**src/rtl/rsq_pkg.sv**
```systemverilog
package rsq_pkg;

    typedef enum logic [2:0] {
        CAUSE_GENERAL  = 3'd0,
        CAUSE_BACKUP   = 3'd1,
        CAUSE_WATCHDOG = 3'd2,
        CAUSE_SOFTWARE = 3'd3,
        CAUSE_USER     = 3'd4
    } cause_e;

    localparam int NUM_SRC = 5;

    typedef enum logic [1:0] {
        ST_IDLE,
        ST_ASSERT,
        ST_STRETCH
    } seq_state_e;

    typedef struct packed {
        logic pin;
        logic periph;
        logic proc;
    } rst_mask_t;

    localparam logic [1:0] ADDR_CMD    = 2'd0;
    localparam logic [1:0] ADDR_STATUS = 2'd1;
    localparam logic [1:0] ADDR_MODE   = 2'd2;
    localparam logic [1:0] ADDR_COCTL  = 2'd3;

endpackage

```
**src/rtl/rsq_pin_sampler.sv**
```systemverilog
module rsq_pin_sampler #(
    parameter int SYNC_STAGES = 2
) (
    input  logic clk,
    input  logic rst_n,
    input  logic pin_in,
    output logic pin_low_s,
    output logic fall_evt
);
    logic [SYNC_STAGES-1:0] sync_q;
    logic                   low_q;

    always_ff @(posedge clk or negedge rst_n) begin
        if (!rst_n) begin
            sync_q <= '1;
            low_q  <= 1'b0;
        end else begin
            sync_q <= {sync_q[SYNC_STAGES-2:0], pin_in};
            low_q  <= pin_low_s;
        end
    end

    assign pin_low_s = ~sync_q[SYNC_STAGES-1];
    assign fall_evt  = pin_low_s & ~low_q;

endmodule

```
**src/rtl/rsq_seq_fsm.sv**
```systemverilog
module rsq_seq_fsm
    import rsq_pkg::*;
#(
    parameter int HOLD_CYCLES = 3
) (
    input  logic                  clk,
    input  logic                  rst_n,
    input  logic [NUM_SRC-1:0]    src_act,
    input  rst_mask_t             sw_mask,
    output logic                  proc_rst,
    output logic                  periph_rst,
    output logic                  pin_drive_req,
    output logic                  busy,
    output cause_e                cause
);
    localparam int CNT_W = $clog2(HOLD_CYCLES + 1);
    localparam int QW    = CNT_W + 1;

    seq_state_e       state_q, state_d;
    cause_e           cause_q, cause_d;
    rst_mask_t        mask_q, mask_d;
    logic [CNT_W-1:0] cnt_q, cnt_d;
    logic             best_v;
    cause_e           best;
    logic             cur_active;

    function automatic rst_mask_t mask_for(cause_e c, rst_mask_t swm);
        rst_mask_t m;
        unique case (c)
            CAUSE_SOFTWARE: m = swm;
            CAUSE_USER:     m = '{pin: 1'b0, periph: 1'b1, proc: 1'b1};
            default:        m = '{pin: 1'b1, periph: 1'b1, proc: 1'b1};
        endcase
        return m;
    endfunction

    always_comb begin
        best_v = 1'b0;
        best   = CAUSE_USER;
        for (int i = NUM_SRC - 1; i >= 0; i--) begin
            if (src_act[i]) begin
                best_v = 1'b1;
                best   = cause_e'(3'(i));
            end
        end
    end

    assign cur_active = src_act[cause_q];

    always_comb begin
        state_d = state_q;
        cause_d = cause_q;
        mask_d  = mask_q;
        cnt_d   = cnt_q;
        unique case (state_q)
            ST_IDLE: begin
                if (best_v) begin
                    state_d = ST_ASSERT;
                    cause_d = best;
                    mask_d  = mask_for(best, sw_mask);
                    cnt_d   = '0;
                end
            end
            ST_ASSERT, ST_STRETCH: begin
                if (best_v && (best < cause_q)) begin
                    state_d = ST_ASSERT;
                    cause_d = best;
                    mask_d  = mask_for(best, sw_mask);
                    cnt_d   = '0;
                end else if (cur_active) begin
                    state_d = ST_ASSERT;
                    cnt_d   = '0;
                end else if (state_q == ST_ASSERT) begin
                    state_d = ST_STRETCH;
                    cnt_d   = '0;
                end else if (cnt_q == CNT_W'(HOLD_CYCLES - 1)) begin
                    state_d = ST_IDLE;
                end else begin
                    cnt_d = cnt_q + 1'b1;
                end
            end
            default: state_d = ST_IDLE;
        endcase
    end

    always_ff @(posedge clk or negedge rst_n) begin
        if (!rst_n) begin
            state_q <= ST_IDLE;
            cause_q <= CAUSE_GENERAL;
            mask_q  <= '0;
            cnt_q   <= '0;
        end else begin
            state_q <= state_d;
            cause_q <= cause_d;
            mask_q  <= mask_d;
            cnt_q   <= cnt_d;
        end
    end

    always_comb begin
        busy          = (state_q != ST_IDLE);
        proc_rst      = busy & mask_q.proc;
        periph_rst    = busy & mask_q.periph;
        pin_drive_req = busy & mask_q.pin;
        cause         = cause_q;
    end

    // quiet-cycle counter for the stretch check
    logic [QW-1:0] chk_quiet;
    always_ff @(posedge clk or negedge rst_n) begin
        if (!rst_n)
            chk_quiet <= '0;
        else if (busy && !cur_active) begin
            if (chk_quiet != QW'(HOLD_CYCLES))
                chk_quiet <= chk_quiet + 1'b1;
        end else
            chk_quiet <= '0;
    end

    assert_general_wins_R3: assert property (@(posedge clk) disable iff (!rst_n)
        (state_q == ST_IDLE && src_act[0]) |=> cause_q == CAUSE_GENERAL);

    assert_lower_ignored_R4: assert property (@(posedge clk) disable iff (!rst_n)
        (busy && !(best_v && best < cause_q)) |=> $stable(cause_q));

    assert_stretch_len_R5: assert property (@(posedge clk) disable iff (!rst_n)
        (busy && state_d == ST_IDLE) |-> chk_quiet >= QW'(HOLD_CYCLES));

    assert_user_both_R7: assert property (@(posedge clk) disable iff (!rst_n)
        (busy && cause_q == CAUSE_USER) |-> (proc_rst && periph_rst && !pin_drive_req));

endmodule

```
**src/rtl/rsq_regs.sv**
```systemverilog
module rsq_regs
    import rsq_pkg::*;
#(
    parameter logic [7:0] KEY = 8'h5A,
    parameter int         DW  = 32
) (
    input  logic          clk,
    input  logic          rst_n,
    input  logic          reg_wr,
    input  logic          reg_rd,
    input  logic [1:0]    reg_addr,
    input  logic [DW-1:0] reg_wdata,
    output logic [DW-1:0] reg_rdata,
    input  cause_e        cause,
    input  logic          busy,
    input  logic          pin_low_s,
    input  logic          fall_evt,
    output logic          sw_pulse,
    output rst_mask_t     sw_mask,
    output logic          user_en,
    output logic          irq,
    output logic          cop_core_rst,
    output logic          cop_periph_rst
);
    logic       sw_pulse_q;
    logic [2:0] sw_mask_q;
    logic       user_en_q, irq_en_q, flag_q;
    logic [1:0] coctl_q;
    logic       wr_cmd, wr_mode, wr_coctl, key_ok, rd_stat, flag_set;

    assign wr_cmd   = reg_wr && reg_addr == ADDR_CMD && reg_wdata[2:0] != 3'b000;
    assign wr_mode  = reg_wr && reg_addr == ADDR_MODE;
    assign key_ok   = reg_wdata[DW-1 -: 8] == KEY;
    assign wr_coctl = reg_wr && reg_addr == ADDR_COCTL && key_ok;
    assign rd_stat  = reg_rd && reg_addr == ADDR_STATUS;
    assign flag_set = fall_evt && !user_en_q;

    always_ff @(posedge clk or negedge rst_n) begin
        if (!rst_n) begin
            sw_pulse_q <= 1'b0;
            sw_mask_q  <= '0;
            user_en_q  <= 1'b0;
            irq_en_q   <= 1'b0;
            flag_q     <= 1'b0;
            coctl_q    <= 2'b11;
        end else begin
            sw_pulse_q <= wr_cmd;
            if (wr_cmd)
                sw_mask_q <= reg_wdata[2:0];
            if (wr_mode) begin
                user_en_q <= reg_wdata[0];
                irq_en_q  <= reg_wdata[1];
            end
            if (wr_coctl)
                coctl_q <= reg_wdata[1:0];
            if (flag_set)
                flag_q <= 1'b1;
            else if (rd_stat)
                flag_q <= 1'b0;
        end
    end

    always_comb begin
        reg_rdata = '0;
        unique case (reg_addr)
            ADDR_STATUS: reg_rdata[5:0] = {busy, pin_low_s, flag_q, 3'(cause)};
            ADDR_MODE:   reg_rdata[1:0] = {irq_en_q, user_en_q};
            ADDR_COCTL:  reg_rdata[1:0] = coctl_q;
            default:     reg_rdata = '0;
        endcase
    end

    assign sw_pulse       = sw_pulse_q;
    assign sw_mask        = rst_mask_t'(sw_mask_q);
    assign user_en        = user_en_q;
    assign irq            = flag_q & irq_en_q;
    assign cop_periph_rst = coctl_q[0];
    assign cop_core_rst   = coctl_q[1];

    assert_bad_key_R10: assert property (@(posedge clk) disable iff (!rst_n)
        (reg_wr && reg_addr == ADDR_COCTL && !key_ok) |=> $stable(coctl_q));

    assert_flag_set_R8: assert property (@(posedge clk) disable iff (!rst_n)
        (fall_evt && !user_en_q) |=> flag_q);

    assert_read_clear_R9: assert property (@(posedge clk) disable iff (!rst_n)
        (rd_stat && !flag_set) |=> !flag_q);

endmodule

```
**src/rtl/rst_sequencer.sv**
```systemverilog
module rst_sequencer
    import rsq_pkg::*;
#(
    parameter int         HOLD_CYCLES = 3,
    parameter int         SYNC_STAGES = 2,
    parameter logic [7:0] KEY         = 8'h5A
) (
    input  logic        clk,
    input  logic        rst_n,
    input  logic        por_det,
    input  logic        supply_fault,
    input  logic        backup_exit,
    input  logic        wdt_fault,
    input  logic        pin_in,
    input  logic        reg_wr,
    input  logic        reg_rd,
    input  logic [1:0]  reg_addr,
    input  logic [31:0] reg_wdata,
    output logic [31:0] reg_rdata,
    output logic        proc_rst,
    output logic        periph_rst,
    output logic        pin_drive_req,
    output logic        cop_core_rst,
    output logic        cop_periph_rst,
    output logic        irq
);
    logic               pin_low_s, fall_evt, sw_pulse, user_en, busy;
    rst_mask_t          sw_mask;
    cause_e             cause;
    logic [NUM_SRC-1:0] src_act;

    rsq_pin_sampler #(.SYNC_STAGES(SYNC_STAGES)) u_pin (
        .clk       (clk),
        .rst_n     (rst_n),
        .pin_in    (pin_in),
        .pin_low_s (pin_low_s),
        .fall_evt  (fall_evt)
    );

    // index equals cause code, lowest index wins
    assign src_act = {pin_low_s & user_en, sw_pulse, wdt_fault, backup_exit,
                      por_det | supply_fault};

    rsq_seq_fsm #(.HOLD_CYCLES(HOLD_CYCLES)) u_fsm (
        .clk           (clk),
        .rst_n         (rst_n),
        .src_act       (src_act),
        .sw_mask       (sw_mask),
        .proc_rst      (proc_rst),
        .periph_rst    (periph_rst),
        .pin_drive_req (pin_drive_req),
        .busy          (busy),
        .cause         (cause)
    );

    rsq_regs #(.KEY(KEY), .DW(32)) u_regs (
        .clk            (clk),
        .rst_n          (rst_n),
        .reg_wr         (reg_wr),
        .reg_rd         (reg_rd),
        .reg_addr       (reg_addr),
        .reg_wdata      (reg_wdata),
        .reg_rdata      (reg_rdata),
        .cause          (cause),
        .busy           (busy),
        .pin_low_s      (pin_low_s),
        .fall_evt       (fall_evt),
        .sw_pulse       (sw_pulse),
        .sw_mask        (sw_mask),
        .user_en        (user_en),
        .irq            (irq),
        .cop_core_rst   (cop_core_rst),
        .cop_periph_rst (cop_periph_rst)
    );

endmodule

```
**config.mk**
```make
export PLATFORM = sky130hd
export DESIGN_NAME = rst_sequencer
export DESIGN_NICKNAME = d
export VERILOG_FILES = /design/src/rtl/rsq_pkg.sv /design/src/rtl/rsq_pin_sampler.sv /design/src/rtl/rsq_seq_fsm.sv /design/src/rtl/rsq_regs.sv /design/src/rtl/rst_sequencer.sv
export SDC_FILE = /design/constraint.sdc
export NUM_CORES = 1
export LEC_CHECK = 0
export BUFFER_PORTS_ARGS = -buffer_cell sky130_fd_sc_hd__buf_4
export CAP_MARGIN = 15
export CORE_UTILIZATION = 45
export CTS_CLUSTER_SIZE = 30
export DETAILED_ROUTE_END_ITERATION = 8
export PLACE_DENSITY = 0.8
export SKIP_LAST_GASP = 1
export SLEW_MARGIN = 20
export SYNTH_ARGS = -nofsm -noshare
export SYNTH_HDL_FRONTEND = slang
export SYNTH_HIERARCHICAL = 1
export SYNTH_SLANG_ARGS = --single-unit
```
**constraint.sdc**
```tcl
create_clock -name clk -period 2.55 [get_ports clk]
set_input_delay 0.3825 -clock clk [delete_from_list [all_inputs] [get_ports clk]]
set_output_delay 0.3825 -clock clk [all_outputs]
set_load 0.05 [all_outputs]
```
Word level (Yosys, flattened, before mapping)
Index checks and enable logic that the tools add are counted.
- bits in registers: 22
- input port bits: 43
- output and inout port bits: 38
- $add $sub $neg: 1
- order comparisons: 2
- equality and inequality tests: 13
- mux-type cells: 34
- bitwise gates (word level): 9
- reductions and logical operators: 19
- operator list (operator ; number):
    $mux W3 ; 8
    $mux W2 ; 10
    $pmux W3 S2 ; 3
    $eq A2 B2 Y1 const B ; 4
    $eq A8 B7 Y1 const B ; 1
    $logic_and A1 B1 Y1 ; 8
    $mux W1 ; 8
    $pmux W2 S2 ; 2
    $and A1 B1 Y1 ; 6
    $pmux W2 S3 ; 1
    $reduce_and A3 Y1 ; 2
    $reduce_bool A2 Y1 ; 3
    $ne A5 B1 Y1 const B ; 1
    $ne A5 B2 Y1 const B ; 1
    $eq A2 B1 Y1 const B ; 2
    $logic_not A2 Y1 ; 2
    $lt A3 B4 Y1 const B ; 1
    $mux W4 ; 1
    $ne A2 B1 Y1 const B ; 2
    $bmux W1 S3 ; 1
    $eq A3 B2 Y1 const B ; 1
    $eq A3 B3 Y1 const B ; 1
    $lt A3 B3 Y1 ; 1
    $reduce_bool A3 Y1 ; 1
    other kinds (6) ; 7

Depth between registers and ports, before layout
Gate-level depths: netlist of the first run.
- word-level depth: 10
- depth in mapped cells: 9
- depth with buffers taken out: 9

By module
The synthesis of the first run kept the hierarchy.
- by module, submodules not included (module ; times used ; cells an instance ; area each (µm²)):
    rsq_seq_fsm ; 1 ; 86 ; 759.5
    rsq_regs ; 1 ; 67 ; 678.2
    rsq_pin_sampler ; 1 ; 5 ; 85.1
    rst_sequencer ; 1 ; 2 ; 12.5

Least setup slack after synthesis of the first run
OpenSTA, ideal clock, no wires.
- kind: input to register
- from: input supply_fault
- to: register u_fsm.cause_q[1] (netlist: u_fsm/cause[1])
- arrival time: 2.187 ns
- slack: 0.236 ns
- stages on the path: 9
- path buffers: 0
- cells stage by stage: or2_1 > nor3_2 > nand2b_2 > clkinv_2 > ha_1 > o2111ai_1 > nand4b_1 > a22oi_4 > mux2_1
- longest elaborated chain between the ends: 6
- RTL lines (element ; RTL line ; RTL):
    from (decl) ; rst_sequencer.sv:11 ; input logic supply_fault,
    $or A1 B1 Y1 ; rst_sequencer.sv:42 ; por_det | supply_fault};
    $mux W3 ; rsq_seq_fsm.sv:41 ; if (src_act[i]) begin
    via u_fsm.best[2] ; rsq_seq_fsm.sv:24 ; cause_e best;
    $lt A3 B3 Y1 ; rsq_seq_fsm.sv:65 ; if (best_v && (best < cause_q)) begin
    $logic_and A1 B1 Y1 ; rsq_seq_fsm.sv:65 ;
    $ne A2 B1 Y1 (no line) ; -- ;
    $reduce_and A3 Y1 (no line) ; -- ;
    to (signal assigned) ; rsq_seq_fsm.sv:94 ; cause_q <= cause_d;
    to (decl) ; rsq_seq_fsm.sv:20 ; cause_e cause_q, cause_d;
The timed path passes the listed nets, and every way through them passes these cells. The select of a mux whose other input is x is not followed.
A chain may end at the register's enable or synchronous reset.

Worst setup path after layout of the first run
- from: input supply_fault
- to: register u_fsm.cause_q[1] (netlist: u_fsm/cause[1])
- longest elaborated chain between the ends: 6
- RTL lines (element ; RTL line ; RTL):
    $or A1 B1 Y1 (*) ; rst_sequencer.sv:42 ;
    via src_act[0] ; rst_sequencer.sv:30 ; logic [NUM_SRC-1:0] src_act;
    $mux W3 (*) ; rsq_seq_fsm.sv:41 ;
    via u_fsm.best[1] ; rsq_seq_fsm.sv:24 ;
    $lt A3 B3 Y1 ; rsq_seq_fsm.sv:65 ;
    $logic_and A1 B1 Y1 ; rsq_seq_fsm.sv:65 ;
    $ne A2 B1 Y1 (no line) ; -- ;
    $reduce_and A3 Y1 (no line) ; -- ;
Mark *: on every way through the listed nets, which the timed path passes. The rest lies on a longest branch. The select of a mux whose other input is x is not followed.

==> results by group, run 1 <==
Route
  • First-pass iteration count of the detailed router: 4
  • Drt drc: 0
  • Met3 routed WL: about 130 um
  • Post-route ant nets: 0
  • DRT iter0 DRCs: 27
  • Via/cell ratio: 4.83
  • DR WL/cell: around 11 um
  • Met2 wire len: 1.43 mm
  • Routed via count: 1178
  • Routed WL: 2.80 mm
  • Metal-1 WL: 1.23 mm
  • Top Layer Used: met4

Floorplan
  • Core area: 3150 um2
  • Width of the chip: 60.4 um
  • Die H: 60.4 um
  • Die area: 3650 um2
  • Initial Utilization: 48.7%
  • Top Ports: 81
  • Row count: 20

Logic synthesis
  • Syn Std Cell Area: 1540 um2
  • Post-synth top area share: approximately 29%
  • Async SR Flop Fraction: 100%
  • Yosys cell types: 44
  • Synth Register Bits: 22
  • Post-synthesis sequential area ratio: 36.2%
  • Top cells by instance count after synthesis: buf_4 (26), dfrtp_1 (18), inv_1 (14)
  • Ys flop type: dfrtp_1
  • Most frequent cell after synthesis: buf_4
  • Number of flops mapped to enable cells by yosys: 0
  • Yosys warns: 6
  • Synth Area per Inst: 9.60 um2
  • Cell taking the most area after synthesis: dfrtp_1
  • Synth area leaders: dfrtp_1 (29%), buf_4 (13%), dfstp_2 (6.8%), ha_1 (4.9%), mux2i_1 (4.6%)
  • Cells after synthesis: 160

Finish
  • Final cell count without fillers: 244
  • Layout Utilization: 57.4%
  • Final nets: 250
  • Area Growth Syn to Fin: 17.8%
  • Filler cell count: 298
  • Layout cells sized above 1: between 20 and 30%
  • Diodes inserted: 0

Clock tree
  • CTS Sinks: 22
  • Clock root buffer: clkbuf_4
  • Clk slew on worst S/H paths: between 0.1 and 0.15 ns
  • TritonCTS Buffers: 3
  • CTS tree: yes
  • Max Buffers Root-to-Sink: 2
  • Clock Latency Late Sink: ~0.3 ns
  • Post-cts repair resize count: 0
  • Htree depth: 1

GRT
  • Pin count of the biggest net entering global routing: 23
  • Gr ovfl total: 0
  • Vias in the first global route: ~1100
  • Number of antenna violations at the first check in global routing: 0
  • First-pass GRT wire length: around 4.6 mm
  • Total Routing Usage GR: 16.8%

Setup path
  • Slowest CP cell: mux2_1
  • Worst r2r src: u_regs/sw_pulse
  • Critical path origin: supply_fault
  • Reg-to-reg slack, setup: 0.33 ns
  • Critical path launch point type: primary input
  • CP Capture Type: register
  • CP cell instances: buf_4 -> or2_1 -> nor3_1 -> ha_1 -> nor2b_1 -> o21ai_1 -> nand4b_1 -> a22oi_4 -> mux2_1
  • Crit Path Class: in2reg
  • CP peak stage delay: ~0.34 ns
  • Worst EP required: 2.74 ns
  • CP max FO: 4
  • R2R depth: 8
  • Arrival @ worst endpoint: 2.46 ns
  • FF-to-FF End: u_fsm/cause[1]

Power and ir drop
  • Power Density: 957 nW/um2
  • Worst vdd ir: 0.000471 V
  • Pwr Total: around 1.7 mW
  • Static leakage: 0.879 nW

STA
  • Unrepaired setup endpoints after global routing: no
  • Fmax: 441 MHz
  • Min Tclk post-route: 2.27 ns
  • Slew Viols, Final: 0
  • Tcrit/Tclk final: 88.9%
  • Final Skew: 0.00464 ns
  • Final Hold Vio Count: 0
  • # setup viols final: 0
  • Fin Hold WS: 0.171 ns

Place
  • I/O Buffers: 33
  • Placer Congestion: 0.835
  • Hpwl dp: approximately 2.2 mm
  • Placed insts: 239

Flow run
  • Max-cap violations: 0

Hold path
  • WHS Path Cells: 1
  • Worst hold-check path type: in2reg
  • Hold EP: u_pin/sync_q[0]
  • Hold_sp: pin_in

Status
  • Status: finished clean
critical path, delay by kind of cell:
family,cells,cell delay (ns)
buf+inv,1,0.10
mux,1,0.34
simple gates,4,0.88
compound gates,2,0.46
fa+ha+maj,1,0.29
where the power goes:
part	total, mW	switching [mW]	internal [mW]	leakage, nW
logic	1.06	0.647	0.410	0.600
clock network	0.189	0.102	0.0871	0.0210
registers	0.485	0.0623	0.422	0.258
routing by layer:
layer / vias to the layer above / track usage, %
met5: - / 0
met4: 0 / 2.92
met3: 2 / 4.48
met2: 38 / 31.1
met1: 560 / 19.7
li1: 578 / -
stage by stage:
stage                     setup TNS (ns)  worst slack, ns  cell area [um2]
final                                  0            0.283             1810
after global routing                   0            0.165             1810
after CTS                              0            0.317             1810
after detailed placement         -0.0329          -0.0174             1760
after global placement                 0           0.0459             1760
after floorplan                        0            0.236             1630
area by class of cell:
class	count	area [um2]	area share [%]
clock buffer	4	36.3	2.01
inverter	16	61.3	3.39
multi-input combinational	120	813	45.0
sequential	22	556	30.7
tap	44	55.1	3.04
timing repair buffer	38	288	15.9
registers in the layout, indices dropped and copies added, names as in the netlist:
register and cells:
u_fsm/cause 3, u_fsm/cnt_q 2, u_fsm/mask_q 3, u_fsm/state_q 2, u_pin/low_q 1, u_pin/sync_q 2
u_regs/coctl_q 2, u_regs/flag_q 1, u_regs/irq_en_q 1, u_regs/sw_mask 3, u_regs/sw_pulse 1, u_regs/user_en 1
placed cells by master (no fill, tap or decap), types with 2 or more instances in the layout:
cell type / n
nor2_1: 8
nor2b_1: 5
nand3b_1: 2
o21ai_0: 4
mux2_2: 4
a21oi_1: 2
o21ai_1: 2
o31ai_1: 2
mux2_1: 4
nand2_1: 9
ha_1: 6
conb_1: 26
inv_1: 14
clkbuf_4: 3
nor3_1: 5
a22o_1: 6
dfstp_2: 4
dfrtp_1: 18
nand2b_1: 2
mux2i_1: 7
buf_4: 37
and2_1: 6
how the worst max path moves through the flow:
stage                      end  slack (ns)
2_1_floorplan   u_fsm/cause[1]        0.24
3_3_place_gp    u_fsm/cause[1]        0.05
3_5_place_dp    u_fsm/cause[1]       -0.02
4_1_cts         u_fsm/cause[1]        0.32
5_1_grt        u_fsm/mask_q[2]        0.17
6_report        u_fsm/cause[1]        0.28
cell families (layout without fill, tap and decap cells):
| family | Yosys count | in the layout | synth area share, % |
|---|---|---|---|
| other | 1 | 26 | 0.244 |
| adders and majority gates | 6 | 6 | 4.89 |
| muxes | 15 | 15 | 10.4 |
| and+or+nand+nor | 48 | 48 | 18.4 |
| DFF | 22 | 22 | 36.2 |
| AOI/OAI and AO/OA | 25 | 25 | 12.9 |
| buffers and inverters | 43 | 58 | 17.0 |
repair_timing:
item | 4_1_cts | 5_1_grt
hold buffers | 1 | 0
buffers inserted | 0 | 0
hold endpoints to repair | 18 | 0
No activity file was read; power rests on OpenSTA's default activity.
==> inputs of run 2 (changes only) <==
--- a/config.mk
+++ b/config.mk
@@ -7,6 +7,7 @@
 export LEC_CHECK = 0
 export BUFFER_PORTS_ARGS = -buffer_cell sky130_fd_sc_hd__buf_4
 export CAP_MARGIN = 15
+export CORE_ASPECT_RATIO = 0.5
 export CORE_UTILIZATION = 45
 export CTS_CLUSTER_SIZE = 30
 export DETAILED_ROUTE_END_ITERATION = 8
==> results by group, run 2 (synthesis results as in run 1) <==
Clock tree
  • Post-CTS Setup Inserts: 0 (unchanged)
  • TritonCTS Buffers: 3 (unchanged)
  • Post-cts repair resize count: 0 (unchanged)
  • Clk slew on worst S/H paths: 0.08 ns (-0.04 ns)
  • Post-CTS Hold Fix Bufs: 0 (-1)
  • Clock root buffer: clkbuf_8
  • Htree depth: 1 (unchanged)
  • CTS tree: yes
  • Clock Latency Late Sink: 0.26 ns (-0.04 ns)
  • Max Buffers Root-to-Sink: 2 (unchanged)
  • CTS Sinks: 22 (unchanged)

GRT
  • Number of antenna violations at the first check in global routing: 0 (unchanged)
  • Gr ovfl total: 0 (unchanged)
  • Pin count of the biggest net entering global routing: 23 (unchanged)
  • Vias in the first global route: 1112 (unchanged)
  • First-pass GRT wire length: 4.98 mm (+8.2%)
  • Total Routing Usage GR: 17.4% (+0.63 points)

Route
  • Drt drc: 2 (+2)
  • Via/cell ratio: 5.00 (+3.7%)
  • Post-route ant nets: 0 (unchanged)
  • Routed via count: 1196 (+1.5%)
  • Routed WL: 2.95 mm (+5.2%)
  • First-pass iteration count of the detailed router: 8 (+4)
  • DR WL/cell: 12.3 um (+7.4%)
  • DRT iter0 DRCs: 53 (+96%)

Place
  • Dpl cell area: 1760 um2 (-0.28%)
  • I/O Buffers: 33 (unchanged)
  • Pre-CTS setup slack: 0.0128 ns (+0.0303 ns)
  • Placer Congestion: 0.792 (-5.1%)
  • Hpwl dp: 2.21 mm (-0.72%)

Finish
  • Commonest non-fill, non-tap cell in the layout: buf_4
  • Area Growth Syn to Fin: 18.1%
  • Most frequent cells in the layout: buf_4 (37), conb_1 (26), dfrtp_1 (18)
  • Layout Utilization: 58.1% (+0.77 points)
  • Diodes inserted: 0 (unchanged)
  • Filler cell count: 257 (-14%)
  • Layout cells sized above 1: 28.6% (+0.14 points)
  • Post-route cell area: 1810 um2 (+0.21%)
  • Final nets: 249 (-0.40%)

Setup path
  • Arrival @ worst endpoint: 2.46 ns (about the same)
  • Worst EP required: 2.72 ns (-0.02 ns)
  • Crit Path Class: in2reg
  • Slowest CP cell: ha_1
  • CP peak stage delay: 0.30 ns (-0.04 ns)
  • CP Capture Type: register
  • Critical path launch point type: primary input
  • CP max FO: 4 (unchanged)
  • R2R depth: 9 (+1)
  • CP cell instances: buf_4 -> or2_1 -> nor3_1 -> ha_1 -> nor2b_1 -> o21ai_1 -> nand4b_1 -> a22oi_4 -> buf_4 -> mux2i_1
  • Worst path most repeated cell: buf_4

STA
  • Setup slack after layout: 0.260 ns (-0.0233 ns)
  • Slew Viols, Final: 0 (unchanged)
  • Fin Hold WS: -0.00415 ns (-0.175 ns)
  • Final Hold Vio Count: 18 (+18)
  • Setup TNS: 0 ns (unchanged)
  • Final Skew: 0.00348 ns (-0.00116 ns)
  • Min Tclk post-route: 2.29 ns (+0.0233 ns)
  • Fmax: 437 MHz (-1.0%)
  • # setup viols final: 0 (unchanged)
  • Unrepaired setup endpoints after global routing: no
  • Tcrit/Tclk final: 89.8% (+0.91 points)

Hold path
  • Worst hold-check path type: in2async

Floorplan
  • Core area: 3120 um2 (-1.1%)
  • Row count: 14 (-30%)
  • Die H: 43.3 um (-28%)
  • Die area: 3660 um2 (+0.38%)
  • Top Ports: 81 (unchanged)
  • Width of the chip: 84.6 um (+40%)
  • Initial Utilization: 49.2% (+0.55 points)

Power and ir drop
  • Power Density: 993 nW/um2 (+3.7%)
  • Worst vdd ir: 0.000441 V (-6.5%)
  • Static leakage: 0.883 nW (+0.41%)

Status
  • Failing checks: design-rule violations, negative hold slack
  • Status: finished, violations left

Flow run
  • Max-cap violations: 0 (unchanged)
-- run 2: report_power, final --
| part | internal (mW) | switching, mW | total [mW] |
|---|---|---|---|
| logic | 0.410 | 0.654 | 1.06 |
| clock network | 0.138 | 0.113 | 0.251 |
| registers | 0.423 | 0.0626 | 0.485 |
| total | 0.970 | 0.830 | 1.80 |
-- run 2: layer usage --
layer	up-vias	GRT usage, %	part of all wire (%)
li1	577	-	-
met1	577	21.3	44
met2	38	32.0	51
met3	4	3.89	3.7
met4	0	4.41	1.1
met5	-	0	0
-- run 2: per-stage QoR --
step | power, mW | std cells
detailed placement | 1.54 | 235
global route | 1.91 | 239
global placement | 1.52 | 235
CTS | 1.80 | 239
floorplan | 1.29 | 185
finish | 1.80 | 239
-- run 2: area by class of cell --
class	count	area [um2]	area share, %
sequential	22	556	30.6
multi-input combinational	120	813	44.9
tap	40	50.0	2.76
clock buffer	4	55.1	3.04
inverter	16	61.3	3.38
timing repair buffer	37	278	15.3
-- run 2: final timing paths --
| kind | start | endpoint | slack (ns) |
|---|---|---|---|
| max in group asynchronous | rst_n | u_regs/coctl_q[0] | 2.28 |
| worst min-delay path | rst_n | u_fsm/cause[0] | -0.004 |
| worst max register to register | u_regs/sw_pulse | u_fsm/cause[0] | 0.30 |
| worst min register to register | u_pin/sync_q[0] | u_pin/sync_q[1] | 0.36 |
| worst max-delay path | supply_fault | u_fsm/cause[0] | 0.26 |
| min in group clk | pin_in | u_pin/sync_q[0] | 0.22 |
-- run 2: worst max-delay path: cells and delay by family --
| family | cells | cell delay [ns] |
|---|---|---|
| simple gates | 4 | 0.85 |
| compound gates | 2 | 0.43 |
| fa+ha+maj | 1 | 0.30 |
| buf+inv | 2 | 0.27 |
| mux | 1 | 0.23 |
==> inputs of run 3 (changes only) <==
--- a/config.mk
+++ b/config.mk
@@ -7,7 +7,7 @@
 export LEC_CHECK = 0
 export BUFFER_PORTS_ARGS = -buffer_cell sky130_fd_sc_hd__buf_4
 export CAP_MARGIN = 15
-export CORE_ASPECT_RATIO = 0.5
+export CORE_ASPECT_RATIO = 1.4
 export CORE_UTILIZATION = 45
 export CTS_CLUSTER_SIZE = 30
 export DETAILED_ROUTE_END_ITERATION = 8
==> results by group, run 3 (synthesis results as in run 1) <==
Floorplan
  • Die H: 71.1 um (+64%)
  • Row count: 24 (+10)
  • Die area: 3650 um2 (-0.29%)
  • Top Ports: 81 (unchanged)
  • Core area: 3180 um2 (+2.1%)
  • Initial Utilization: 48.2% (-1.0 points)
  • Width of the chip: 51.4 um (-39%)

Setup path
  • Top cell family by delay on the critical path: simple AND/OR/NAND/NOR gates
  • Worst path buffer plus inverter count: 1 (-1)
  • Slowest CP cell: mux2_1
  • CP cell instances: buf_4 -> or2_1 -> nor3_1 -> ha_1 -> nor2b_1 -> o21ai_1 -> nand4b_1 -> a22oi_4 -> mux2_1
  • CP Capture Type: register
  • Arrival @ worst endpoint: 2.38 ns (-0.08 ns)
  • Worst EP required: 2.70 ns (-0.02 ns)
  • Crit Path Class: in2reg
  • CP max FO: 4 (unchanged)
  • Critical path launch point type: primary input
  • CP peak stage delay: 0.34 ns (+0.04 ns)

Finish
  • Register Area: 556 um2 (unchanged)
  • Filler cell count: 310 (+21%)
  • Final nets: 248 (-0.40%)
  • Most frequent cells in the layout: buf_4 (36), conb_1 (26), dfrtp_1 (18)
  • Layout Utilization: 56.3% (-1.9 points)
  • Diodes inserted: 0 (unchanged)
  • Post-route cell area: 1790 um2 (-1.2%)
  • Layout cells sized above 1: 27.9% (-0.72 points)
  • Commonest non-fill, non-tap cell in the layout: buf_4
  • Multi-input gate area: 813 um2 (unchanged)
  • Area Growth Syn to Fin: 16.6%

GRT
  • Pin count of the biggest net entering global routing: 23 (unchanged)
  • Gr ovfl total: 0 (unchanged)
  • Total Routing Usage GR: 16.6% (-0.88 points)
  • First-pass GRT wire length: 4.58 mm (-8.0%)
  • Number of antenna violations at the first check in global routing: 0 (unchanged)
  • Vias in the first global route: 1129 (+1.5%)

Power and ir drop
  • Static leakage: 0.870 nW (-1.4%)
  • Pwr Total: 1.74 mW (-3.0%)
  • Worst vdd ir: 0.000443 V (+0.44%)
  • Power Density: 975 nW/um2 (-1.8%)

Clock tree
  • CTS Sinks: 22 (unchanged)
  • Post-cts repair resize count: 0 (unchanged)
  • TritonCTS Buffers: 3 (unchanged)
  • Max Buffers Root-to-Sink: 2 (unchanged)
  • Clk slew on worst S/H paths: 0.08 ns (about the same)
  • Clock Latency Late Sink: 0.26 ns (about the same)
  • Post-CTS Hold Fix Bufs: 0 (unchanged)
  • Clock root buffer: clkbuf_8
  • Htree depth: 1 (unchanged)
  • CTS tree: yes
  • Post-CTS Setup Inserts: 0 (unchanged)

Route
  • Via/cell ratio: 4.97 (-0.68%)
  • Drt drc: 0 (-2)
  • Routed via count: 1173 (-1.9%)
  • First-pass iteration count of the detailed router: 4 (-4)
  • Routed WL: 2.83 mm (-3.9%)
  • DR WL/cell: 12.0 um (-2.6%)
  • DRT iter0 DRCs: 9 (-83%)
  • Post-route ant nets: 0 (unchanged)

STA
  • Min Tclk post-route: 2.23 ns (-0.0581 ns)
  • Setup TNS: 0 ns (unchanged)
  • Unrepaired setup endpoints after global routing: no
  • Slew Viols, Final: 0 (unchanged)
  • Fmax: 448 MHz (+2.6%)
  • Setup slack after layout: 0.318 ns (+0.0581 ns)
  • Fin Hold WS: -0.00979 ns (-0.00564 ns)
  • Final Skew: 0.00150 ns (-0.00198 ns)
  • Final Hold Vio Count: 18 (unchanged)
  • # setup viols final: 0 (unchanged)
  • Tcrit/Tclk final: 87.5% (-2.3 points)

Status
  • Failing checks: negative hold slack
  • Status: finished, violations left

Place
  • Dpl cell area: 1750 um2 (-0.50%)
  • Pre-CTS setup slack: 0.0387 ns (+0.0259 ns)
  • Hpwl dp: 2.33 mm (+5.1%)
  • I/O Buffers: 33 (unchanged)
  • Placer Congestion: 0.803 (+1.3%)

Flow run
  • Max-cap violations: 0 (unchanged)

Hold path
  • Worst hold-check path type: in2async
run 3: changes by cell type in the layout (fill, tap and decap cells not counted), sizes merged:
cell,delta
buf,-1
clkbuf,-1
run 3: metrics by stage:
step           cells  hold WS, ns
2_1_floorplan    185       0.0869
3_3_place_gp     233        0.284
3_5_place_dp     233        0.291
4_1_cts          236      0.00483
5_1_grt          236       0.0137
6_report         236     -0.00979
run 3: path summary, 6_finish.rpt:
| check | cells after the start | end | slack, ns | from |
|---|---|---|---|---|
| worst max-delay path | 9 | u_fsm/cause[1] | 0.32 | supply_fault |
| worst min-delay path | 1 | u_fsm/cnt_q[0] | -0.01 | rst_n |
| worst max register to register | 8 | u_fsm/cause[1] | 0.41 | u_regs/sw_pulse |
| worst min register to register | 0 | u_pin/sync_q[1] | 0.36 | u_pin/sync_q[0] |
| max in group asynchronous | 1 | u_regs/coctl_q[0] | 2.28 | rst_n |
| min in group clk | 1 | u_pin/sync_q[0] | 0.22 | pin_in |
run 3: power by group:
| part | internal [mW] | switching [mW] |
|---|---|---|
| sequential | 0.423 | 0.0583 |
| clock | 0.106 | 0.109 |
| combinational | 0.409 | 0.640 |
| total | 0.937 | 0.808 |
run 3: cell type report:
type	count	area share [%]
Sequential cell	22	31.0
Tap cell	39	2.73
Clock buffer	3	2.31
Multi-Input combinational cell	120	45.4
Inverter	16	3.42
Timing Repair Buffer	36	15.1
run 3: routing by layer:
layer	vias to the layer above	wire length (um)	track usage (%)
met5	-	0	0
met1	548	1080	17.6
li1	578	-	-
met3	5	120	2.58
met4	0	42	6.31
met2	42	1580	31.3
